### src/rtl/uart_tx_pkg.sv
package uart_tx_pkg;

  localparam int DATA_W  = 8;
  localparam int FRAME_W = DATA_W + 4;  // start + data + parity + two stop

  typedef enum logic [1:0] {
    PAR_ODD  = 2'd0,
    PAR_EVEN = 2'd1,
    PAR_ZERO = 2'd2,
    PAR_ONE  = 2'd3
  } par_kind_t;

  // Whole frame, bit 0 first on the wire, unused tail filled with ones.
  function automatic logic [FRAME_W-1:0] frame_bits(
    input logic [DATA_W-1:0] d,
    input logic              eight,
    input logic              pen,
    input par_kind_t         kind
  );
    logic [FRAME_W-1:0] v;
    logic [DATA_W-1:0]  dm;
    logic               p;
    dm = eight ? d : {1'b0, d[DATA_W-2:0]};
    case (kind)
      PAR_ODD:  p = ~(^dm);
      PAR_EVEN: p = ^dm;
      PAR_ZERO: p = 1'b0;
      default:  p = 1'b1;
    endcase
    v    = '1;
    v[0] = 1'b0;
    if (eight) v[DATA_W:1]   = d;
    else       v[DATA_W-1:1] = d[DATA_W-2:0];
    if (pen) begin
      if (eight) v[DATA_W+1] = p;
      else       v[DATA_W]   = p;
    end
    return v;
  endfunction

  function automatic logic [3:0] frame_len(
    input logic eight,
    input logic pen,
    input logic two
  );
    return 4'd9 + {3'd0, eight} + {3'd0, pen} + {3'd0, two};
  endfunction

endpackage

### src/rtl/uart_tx_fifo.sv
module uart_tx_fifo #(
  parameter int DEPTH = 16,
  parameter int W     = 8
) (
  input  logic                         clk,
  input  logic                         rst,
  input  logic                         flush,
  input  logic                         push,
  input  logic [W-1:0]                 din,
  input  logic                         pop,
  output logic [W-1:0]                 dout,
  output logic                         empty,
  output logic [$clog2(DEPTH+1)-1:0]   free,
  output logic                         ovf
);
  localparam int AW = (DEPTH > 1) ? $clog2(DEPTH) : 1;
  localparam int CW = $clog2(DEPTH+1);

  logic [W-1:0]  mem [DEPTH];
  logic [AW-1:0] wr_ptr, rd_ptr;
  logic [CW-1:0] cnt;
  logic          full, do_push, do_pop;

  assign full    = (cnt == CW'(DEPTH));
  assign empty   = (cnt == '0);
  assign do_push = push && !full && !flush;
  assign do_pop  = pop && !empty && !flush;
  assign dout    = mem[rd_ptr];
  assign free    = CW'(DEPTH) - cnt;

  always_ff @(posedge clk) begin
    if (do_push) mem[wr_ptr] <= din;
  end

  always_ff @(posedge clk) begin
    if (rst || flush) begin
      wr_ptr <= '0;
      rd_ptr <= '0;
      cnt    <= '0;
    end else begin
      if (do_push) wr_ptr <= (wr_ptr == AW'(DEPTH-1)) ? '0 : wr_ptr + 1'b1;
      if (do_pop)  rd_ptr <= (rd_ptr == AW'(DEPTH-1)) ? '0 : rd_ptr + 1'b1;
      cnt <= cnt + CW'(do_push) - CW'(do_pop);
    end
  end

  always_ff @(posedge clk) begin
    if (rst || flush) ovf <= 1'b0;
    else if (push && full) ovf <= 1'b1;
  end

  // occupancy never exceeds the depth
  a_r6_count_bound: assert property (@(posedge clk) disable iff (rst)
    cnt <= CW'(DEPTH));

  // a write into a full queue leaves it full and raises the flag
  a_r7_full_drop: assert property (@(posedge clk) disable iff (rst)
    (full && push && !pop && !flush) |=> (full && ovf));

  // flush empties the queue and clears the flag
  a_r8_flush_empty: assert property (@(posedge clk) disable iff (rst)
    flush |=> (empty && !ovf));

endmodule

### src/rtl/uart_tx_framer.sv
module uart_tx_framer
  import uart_tx_pkg::*;
#(
  parameter int OVS = 8
) (
  input  logic              clk,
  input  logic              rst,
  input  logic              tick,
  input  logic              brk,
  input  logic              flow_en,
  input  logic              cts,
  input  logic              cfg_eight,
  input  logic              cfg_two,
  input  logic              cfg_pen,
  input  logic [1:0]        cfg_psel,
  input  logic              fifo_empty,
  input  logic [DATA_W-1:0] fifo_data,
  output logic              pop,
  output logic              line,
  output logic              busy
);
  localparam int CW = (OVS > 1) ? $clog2(OVS) : 1;

  logic [CW-1:0]      cnt_q;
  logic [3:0]         left_q;
  logic [FRAME_W-1:0] shf_q;
  logic               busy_q, line_q;
  logic               start, bit_end, next_bit;

  assign start   = !busy_q && !fifo_empty && !brk && (!flow_en || cts);
  assign bit_end = busy_q && tick && (cnt_q == CW'(OVS-1));
  assign pop     = start;
  assign line    = line_q;
  assign busy    = busy_q;

  always_comb begin
    if (start)        next_bit = 1'b0;
    else if (bit_end) next_bit = (left_q == 4'd0) ? 1'b1 : shf_q[1];
    else if (busy_q)  next_bit = shf_q[0];
    else              next_bit = 1'b1;
  end

  always_ff @(posedge clk) begin
    if (rst) begin
      busy_q <= 1'b0;
      cnt_q  <= '0;
      left_q <= '0;
      shf_q  <= '1;
      line_q <= 1'b1;
    end else begin
      line_q <= brk ? 1'b0 : next_bit;
      if (start) begin
        busy_q <= 1'b1;
        cnt_q  <= '0;
        shf_q  <= frame_bits(fifo_data, cfg_eight, cfg_pen, par_kind_t'(cfg_psel));
        left_q <= frame_len(cfg_eight, cfg_pen, cfg_two) - 4'd1;
      end else if (busy_q && tick) begin
        if (bit_end) begin
          cnt_q <= '0;
          if (left_q == 4'd0) begin
            busy_q <= 1'b0;
          end else begin
            left_q <= left_q - 4'd1;
            shf_q  <= {1'b1, shf_q[FRAME_W-1:1]};
          end
        end else begin
          cnt_q <= cnt_q + 1'b1;
        end
      end
    end
  end

  // break drives the line low on the next clock
  a_r9_break_low: assert property (@(posedge clk) disable iff (rst)
    brk |=> !line_q);

  // no frame begins during break
  a_r9_no_start: assert property (@(posedge clk) disable iff (rst)
    (brk && !busy_q) |=> !busy_q);

  // flow control holds back a new frame
  a_r10_cts_block: assert property (@(posedge clk) disable iff (rst)
    (flow_en && !cts && !busy_q) |=> !busy_q);

  // a low line without break only happens inside a frame
  a_r1_idle_high: assert property (@(posedge clk) disable iff (rst)
    !brk |=> (line_q || busy_q));

  // a started frame shows its start bit on the next clock
  a_r2_start_low: assert property (@(posedge clk) disable iff (rst)
    start |=> (busy_q && !line_q));

  // bit position advances only on a tick
  a_r5_tick_hold: assert property (@(posedge clk) disable iff (rst)
    (busy_q && !tick) |=> ($stable(cnt_q) && $stable(left_q) && $stable(shf_q)));

endmodule

### src/rtl/uart_frame_tx.sv
module uart_frame_tx #(
  parameter int FIFO_DEPTH = 16,
  parameter int OVS        = 8,
  localparam int FREE_W    = $clog2(FIFO_DEPTH+1)
) (
  input  logic              clk,
  input  logic              rst,
  input  logic              wr_en,
  input  logic [7:0]        wr_data,
  input  logic              cfg_eight_bits,
  input  logic              cfg_two_stop,
  input  logic              cfg_par_en,
  input  logic [1:0]        cfg_par_sel,
  input  logic              cfg_flow_en,
  input  logic              cts,
  input  logic              tick8,
  input  logic              fifo_flush,
  input  logic              brk_cmd,
  output logic              txd,
  output logic              tx_active,
  output logic [FREE_W-1:0] free_slots,
  output logic              tx_overflow
);
  logic       q_empty, q_pop;
  logic [7:0] q_data;

  uart_tx_fifo #(.DEPTH(FIFO_DEPTH), .W(8)) u_fifo (
    .clk   (clk),
    .rst   (rst),
    .flush (fifo_flush),
    .push  (wr_en),
    .din   (wr_data),
    .pop   (q_pop),
    .dout  (q_data),
    .empty (q_empty),
    .free  (free_slots),
    .ovf   (tx_overflow)
  );

  uart_tx_framer #(.OVS(OVS)) u_framer (
    .clk        (clk),
    .rst        (rst),
    .tick       (tick8),
    .brk        (brk_cmd),
    .flow_en    (cfg_flow_en),
    .cts        (cts),
    .cfg_eight  (cfg_eight_bits),
    .cfg_two    (cfg_two_stop),
    .cfg_pen    (cfg_par_en),
    .cfg_psel   (cfg_par_sel),
    .fifo_empty (q_empty),
    .fifo_data  (q_data),
    .pop        (q_pop),
    .line       (txd),
    .busy       (tx_active)
  );

endmodule

### config.mk
export PLATFORM = sky130hd
export DESIGN_NAME = uart_frame_tx
export DESIGN_NICKNAME = d
export VERILOG_FILES = /design/src/rtl/uart_tx_pkg.sv /design/src/rtl/uart_tx_fifo.sv /design/src/rtl/uart_tx_framer.sv /design/src/rtl/uart_frame_tx.sv
export SDC_FILE = /design/constraint.sdc
export NUM_CORES = 1
export LEC_CHECK = 0
export BUFFER_PORTS_ARGS = -buffer_cell sky130_fd_sc_hd__buf_2
export CAP_MARGIN = 20
export CORE_ASPECT_RATIO = 0.5
export CORE_UTILIZATION = 64
export CTS_BUF_LIST = sky130_fd_sc_hd__clkbuf_4 sky130_fd_sc_hd__clkbuf_8
export DETAILED_ROUTE_END_ITERATION = 8
export PLACE_DENSITY = 0.82
export SETUP_SLACK_MARGIN = 0.4
export SKIP_LAST_GASP = 1
export SLEW_MARGIN = 10
export SYNTH_ARGS = -nofsm -noshare
export SYNTH_HDL_FRONTEND = slang
export SYNTH_SLANG_ARGS = --single-unit
### constraint.sdc
create_clock -name clk -period 3.5 [get_ports clk]
set_input_delay 0.175 -clock clk [delete_from_list [all_inputs] [get_ports clk]]
set_output_delay 0.175 -clock clk [all_outputs]
set_load 0.02 [all_outputs]
==> results.py <==
metrics = {
    "outcome": {
        "outcome": "completed",
    },
    "hold_path": {
        "hp-class": "input pin to register",
        "worstHoldEndpoint": "u_framer.line",
        "min_path_cells": 4,
        "worst_hold_startpoint": "brk_cmd",
    },
    "routing": {
        "drt_iter0_drc": 360,
        "vias_per_cell": 6.07,
        "drc_errors": 0,
        "routedWlPerCell_microns": 20.3,
        "num_vias": 4220,
        "drt_pass1_iterations": 5,
        "drtAntennaViolNets": 0,
        "totalWireLength_mm": 14.1,
    },
    "timing": {
        "period_minus_slack_ps": 2990,
        "fin_skew_ps": 8.84,
        "finalHoldViolCount": 0,
        "fmax_mhz": 334,
        "drv_slew": 0,
        "final-setup-viol-count": 0,
        "whs_ps": 42.2,
        "tightestPinTransition_ps": 574,
        "tns_ps": 0,
        "relSlewSlack_pct": 61.7,
        "grt_setup_unrepaired": "true",
        "timing.final.crit_share_pct": 85.5,
    },
    "power_and_ir_drop": {
        "p_leak_nw": 2.76,
        "p_per_area_nw_per_um2": 471,
        "ir_drop_mv": 0.219,
    },
    "yosys": {
        "synth_area_per_cell_sq_um": 14.7,
        "syn_nets": 530,
        "synth-compound-area-share_pct": 5.40,
        "yosysTopAreaCell": "edfxtp_1",
        "yosysUniqueCellTypes": 56,
        "synthAdderAreaFrac_pct": 3.88,
        "seq_area_frac_synth_pct": 64.1,
        "synth_top_family_by_area": "multiplexers",
        "synthTopCellsByArea": "edfxtp_1 (54%), dfxtp_1 (10%), mux4_2 (6.3%), mux2i_1 (3.4%), ha_1 (3.3%)",
        "synthFlopType": "edfxtp_1",
        "yosys.area_share.simple_pct": 8.64,
        "synthArstFlopShare_pct": 0,
        "yosysTopAreaCellShare_pct": 53.7,
        "synth_edf_count": 128,
        "synth_mux_area_share_pct": 11.6,
        "synth-seq-cells": 165,
        "synthCells": 488,
        "synth_xor_area_share_pct": 3.03,
        "yosysWarnings": 0,
        "syn_area_sq_um": 7160,
    },
    "floorplan": {
        "ioPinCount": 29,
        "core_sq_um": 10500,
        "rows": 26,
        "die_h_microns": 76.8,
        "die_area_sq_um": 11600,
        "start_util_pct": 67.9,
        "die_x_microns": 152,
    },
    "setup_path": {
        "slowest_stage": "or4_4",
        "cp.arrival_ps": 3380,
        "critPathBufInv": 3,
        "crit_type": "register to register",
        "timing.rr.start": "u_fifo.cnt[0]",
        "crit_top_cell": "inv_1",
        "r2r_slack_ps": 510,
        "cp_top_family": "adder cells",
        "critical_path.max_stage_delay_ps": 530,
        "worstPathMaxFanout": 2,
        "path_cells": "inv_1 -> ha_2 -> and2_4 -> ha_2 -> or4_4 -> nor2_4 -> ha_1 -> inv_1 -> ha_1 -> inv_1 -> fa_2 -> nor2_2 -> nor2_1 -> nor2_1 -> o21ai_0 -> a21oi_1",
        "critPathRequiredTime_ps": 3890,
        "reg2reg_depth": 16,
        "r2r_end": "u_fifo.cnt[4]",
        "critPathCaptureType": "register",
        "crit_path_start_kind": "register",
    },
    "final_layout": {
        "final_layout_size_suffix_gt1_share_pct": 23.8,
        "fillCellCount": 649,
        "fin_nets": 584,
        "diodes": 0,
        "areaGrowthSynthToFinish_pct": 11.3,
    },
    "clock_network": {
        "cts_tree": "yes",
        "cts.clk_slew.worst_paths_ps": 90,
        "cts_inserted_buffers": 17,
        "clock-sinks": 165,
        "h-tree-depth": 4,
        "cts_buffer_depth": 2,
        "clock_latency_ps": 450,
        "root_buffer": "clkbuf_8",
    },
    "global_route": {
        "grt_pass1_wl_mm": 21.9,
        "grt_pass1_vias": 4121,
        "grt_overflow": 0,
        "antenna_found_initial": 0,
        "gr-usage-all-layers_pct": 26.4,
        "grt_max_degree": 29,
    },
    "placement": {
        "hpwl_mm": 9.27,
        "port-buffer-count": 28,
        "place_congestion": 0.804,
    },
    "job": {
        "max_cap_viol_count": 0,
    },
}
-- synthesized netlist by cell type, types with 4 or more instances --
cell type / n
nor3_1: 10
xnor2_1: 10
mux2i_1: 24
edfxtp_1: 128
a221oi_1: 5
clkbuf_1: 9
ha_1: 19
inv_1: 17
xor2_1: 7
nand2b_1: 10
nor2_1: 37
or3_1: 4
mux4_1: 4
a22oi_1: 4
nand4_1: 4
mux4_2: 20
dfxtp_1: 37
a21oi_1: 18
nor2b_1: 5
o21ai_0: 12
buf_6: 5
nand2_1: 37
nand3_1: 9
-- metrics by stage --
| step | utilization, % | total power, mW | setup WS (ps) | cell area (sq um) | instances |
|---|---|---|---|---|---|
| after CTS | 75.2 | 3.76 | 438 | 7920 | 691 |
| after detailed placement | 71.3 | 2.50 | 309 | 7510 | 656 |
| final | 75.6 | 3.76 | 506 | 7970 | 695 |
| after global placement | 71.3 | 2.49 | 398 | 7510 | 656 |
| after global routing | 75.6 | 3.89 | 350 | 7970 | 695 |
| after floorplan | - | 2.41 | 424 | 7170 | 488 |
-- report_power, final --
group | leakage [nW] | switching, mW | internal [mW]
combinational | 1.11 | 0.174 | 0.146
sequential | 1.46 | 0.0227 | 2.13
clock | 0.188 | 0.759 | 0.520
total | 2.76 | 0.956 | 2.80
-- per-layer routing --
metal | up-vias | wire, microns | track usage [%]
met5 | - | 0 | 0
met4 | 0 | 286 | 11.1
met3 | 24 | 1110 | 7.14
met2 | 153 | 6480 | 39.7
met1 | 2103 | 6220 | 36.5
li1 | 1940 | - | -
-- cells in the final DEF (no fill, tap or decap), drive strengths merged, types with 7 or more instances in the layout --
master,count
nand2b,10
a21oi,18
dfxtp,37
nand2,37
inv,25
nor3,10
clkbuf,17
buf,58
o21ai,15
mux2i,24
xor2,7
ha,19
nor2,37
edfxtp,128
xnor2,10
nand3,10
mux4,24
clkinv,7
-- worst register-to-register path, cell delays in order, from the launching register on --
cell     delay (ps)
dfxtp_2         350
inv_1            60
ha_2            190
and2_4          160
ha_2            180
or4_4           530
nor2_4          110
ha_1            230
inv_1            60
ha_1            150
inv_1            70
fa_2            400
nor2_2           80
nor2_1           50
nor2_1          100
o21ai_0          90
a21oi_1         150
-- flip-flops by register name, summed over array words and instances (netlist names), named ones only --
signal,flops
u_framer.line,1
u_framer.cnt_q,3
u_framer.shf_q,10
u_framer.busy,1
u_fifo.mem,128
u_fifo.rd_ptr,4
u_framer.left_q,4
u_fifo.wr_ptr,4
u_fifo.cnt,5
u_fifo.ovf,1
-- final cells by class --
type / instances / area [sq um] / share of cell area, %
clock inverters: 15 / 139 / 1.74
multi-input cells: 281 / 2360 / 29.6
well taps: 140 / 175 / 2.20
flip-flops and latches: 165 / 4590 / 57.6
inverters: 18 / 67.6 / 0.848
repair buffers: 59 / 400 / 5.03
clock buffers: 17 / 234 / 2.94
-- worst max-delay path by stage --
stage | startpoint | cells past startpoint | end
floorplan | u_fifo.cnt[1] | 17 | u_fifo.cnt[4]
global placement | u_fifo.cnt[1] | 16 | u_fifo.cnt[4]
detailed placement | u_fifo.cnt[0] | 16 | u_fifo.cnt[4]
CTS | u_fifo.cnt[0] | 16 | u_fifo.cnt[4]
global route | u_fifo.cnt[3] | 16 | u_fifo.cnt[4]
finish | u_fifo.cnt[0] | 16 | u_fifo.cnt[4]
-- cell families after synthesis --
| group | Yosys count |
|---|---|
| mux | 51 |
| simple gates | 130 |
| compound gates | 59 |
| buf+inv | 42 |
| flops | 165 |
| fa+ha+maj | 21 |
| xor+xnor | 20 |
-- timing repair --
| action | 4_1_cts | 5_1_grt |
|---|---|---|
| setup endpoints to repair | 1 | 3 |
| hold buffers | 1 | 0 |
| pin swaps | 1 | 5 |
| endpoints found under the hold margin | 1 | 0 |
| gates cloned | 0 | 0 |
| gates resized for setup | 5 | 8 |
| setup buffers | 2 | 4 |
No activity file was read; power rests on OpenSTA's default activity.
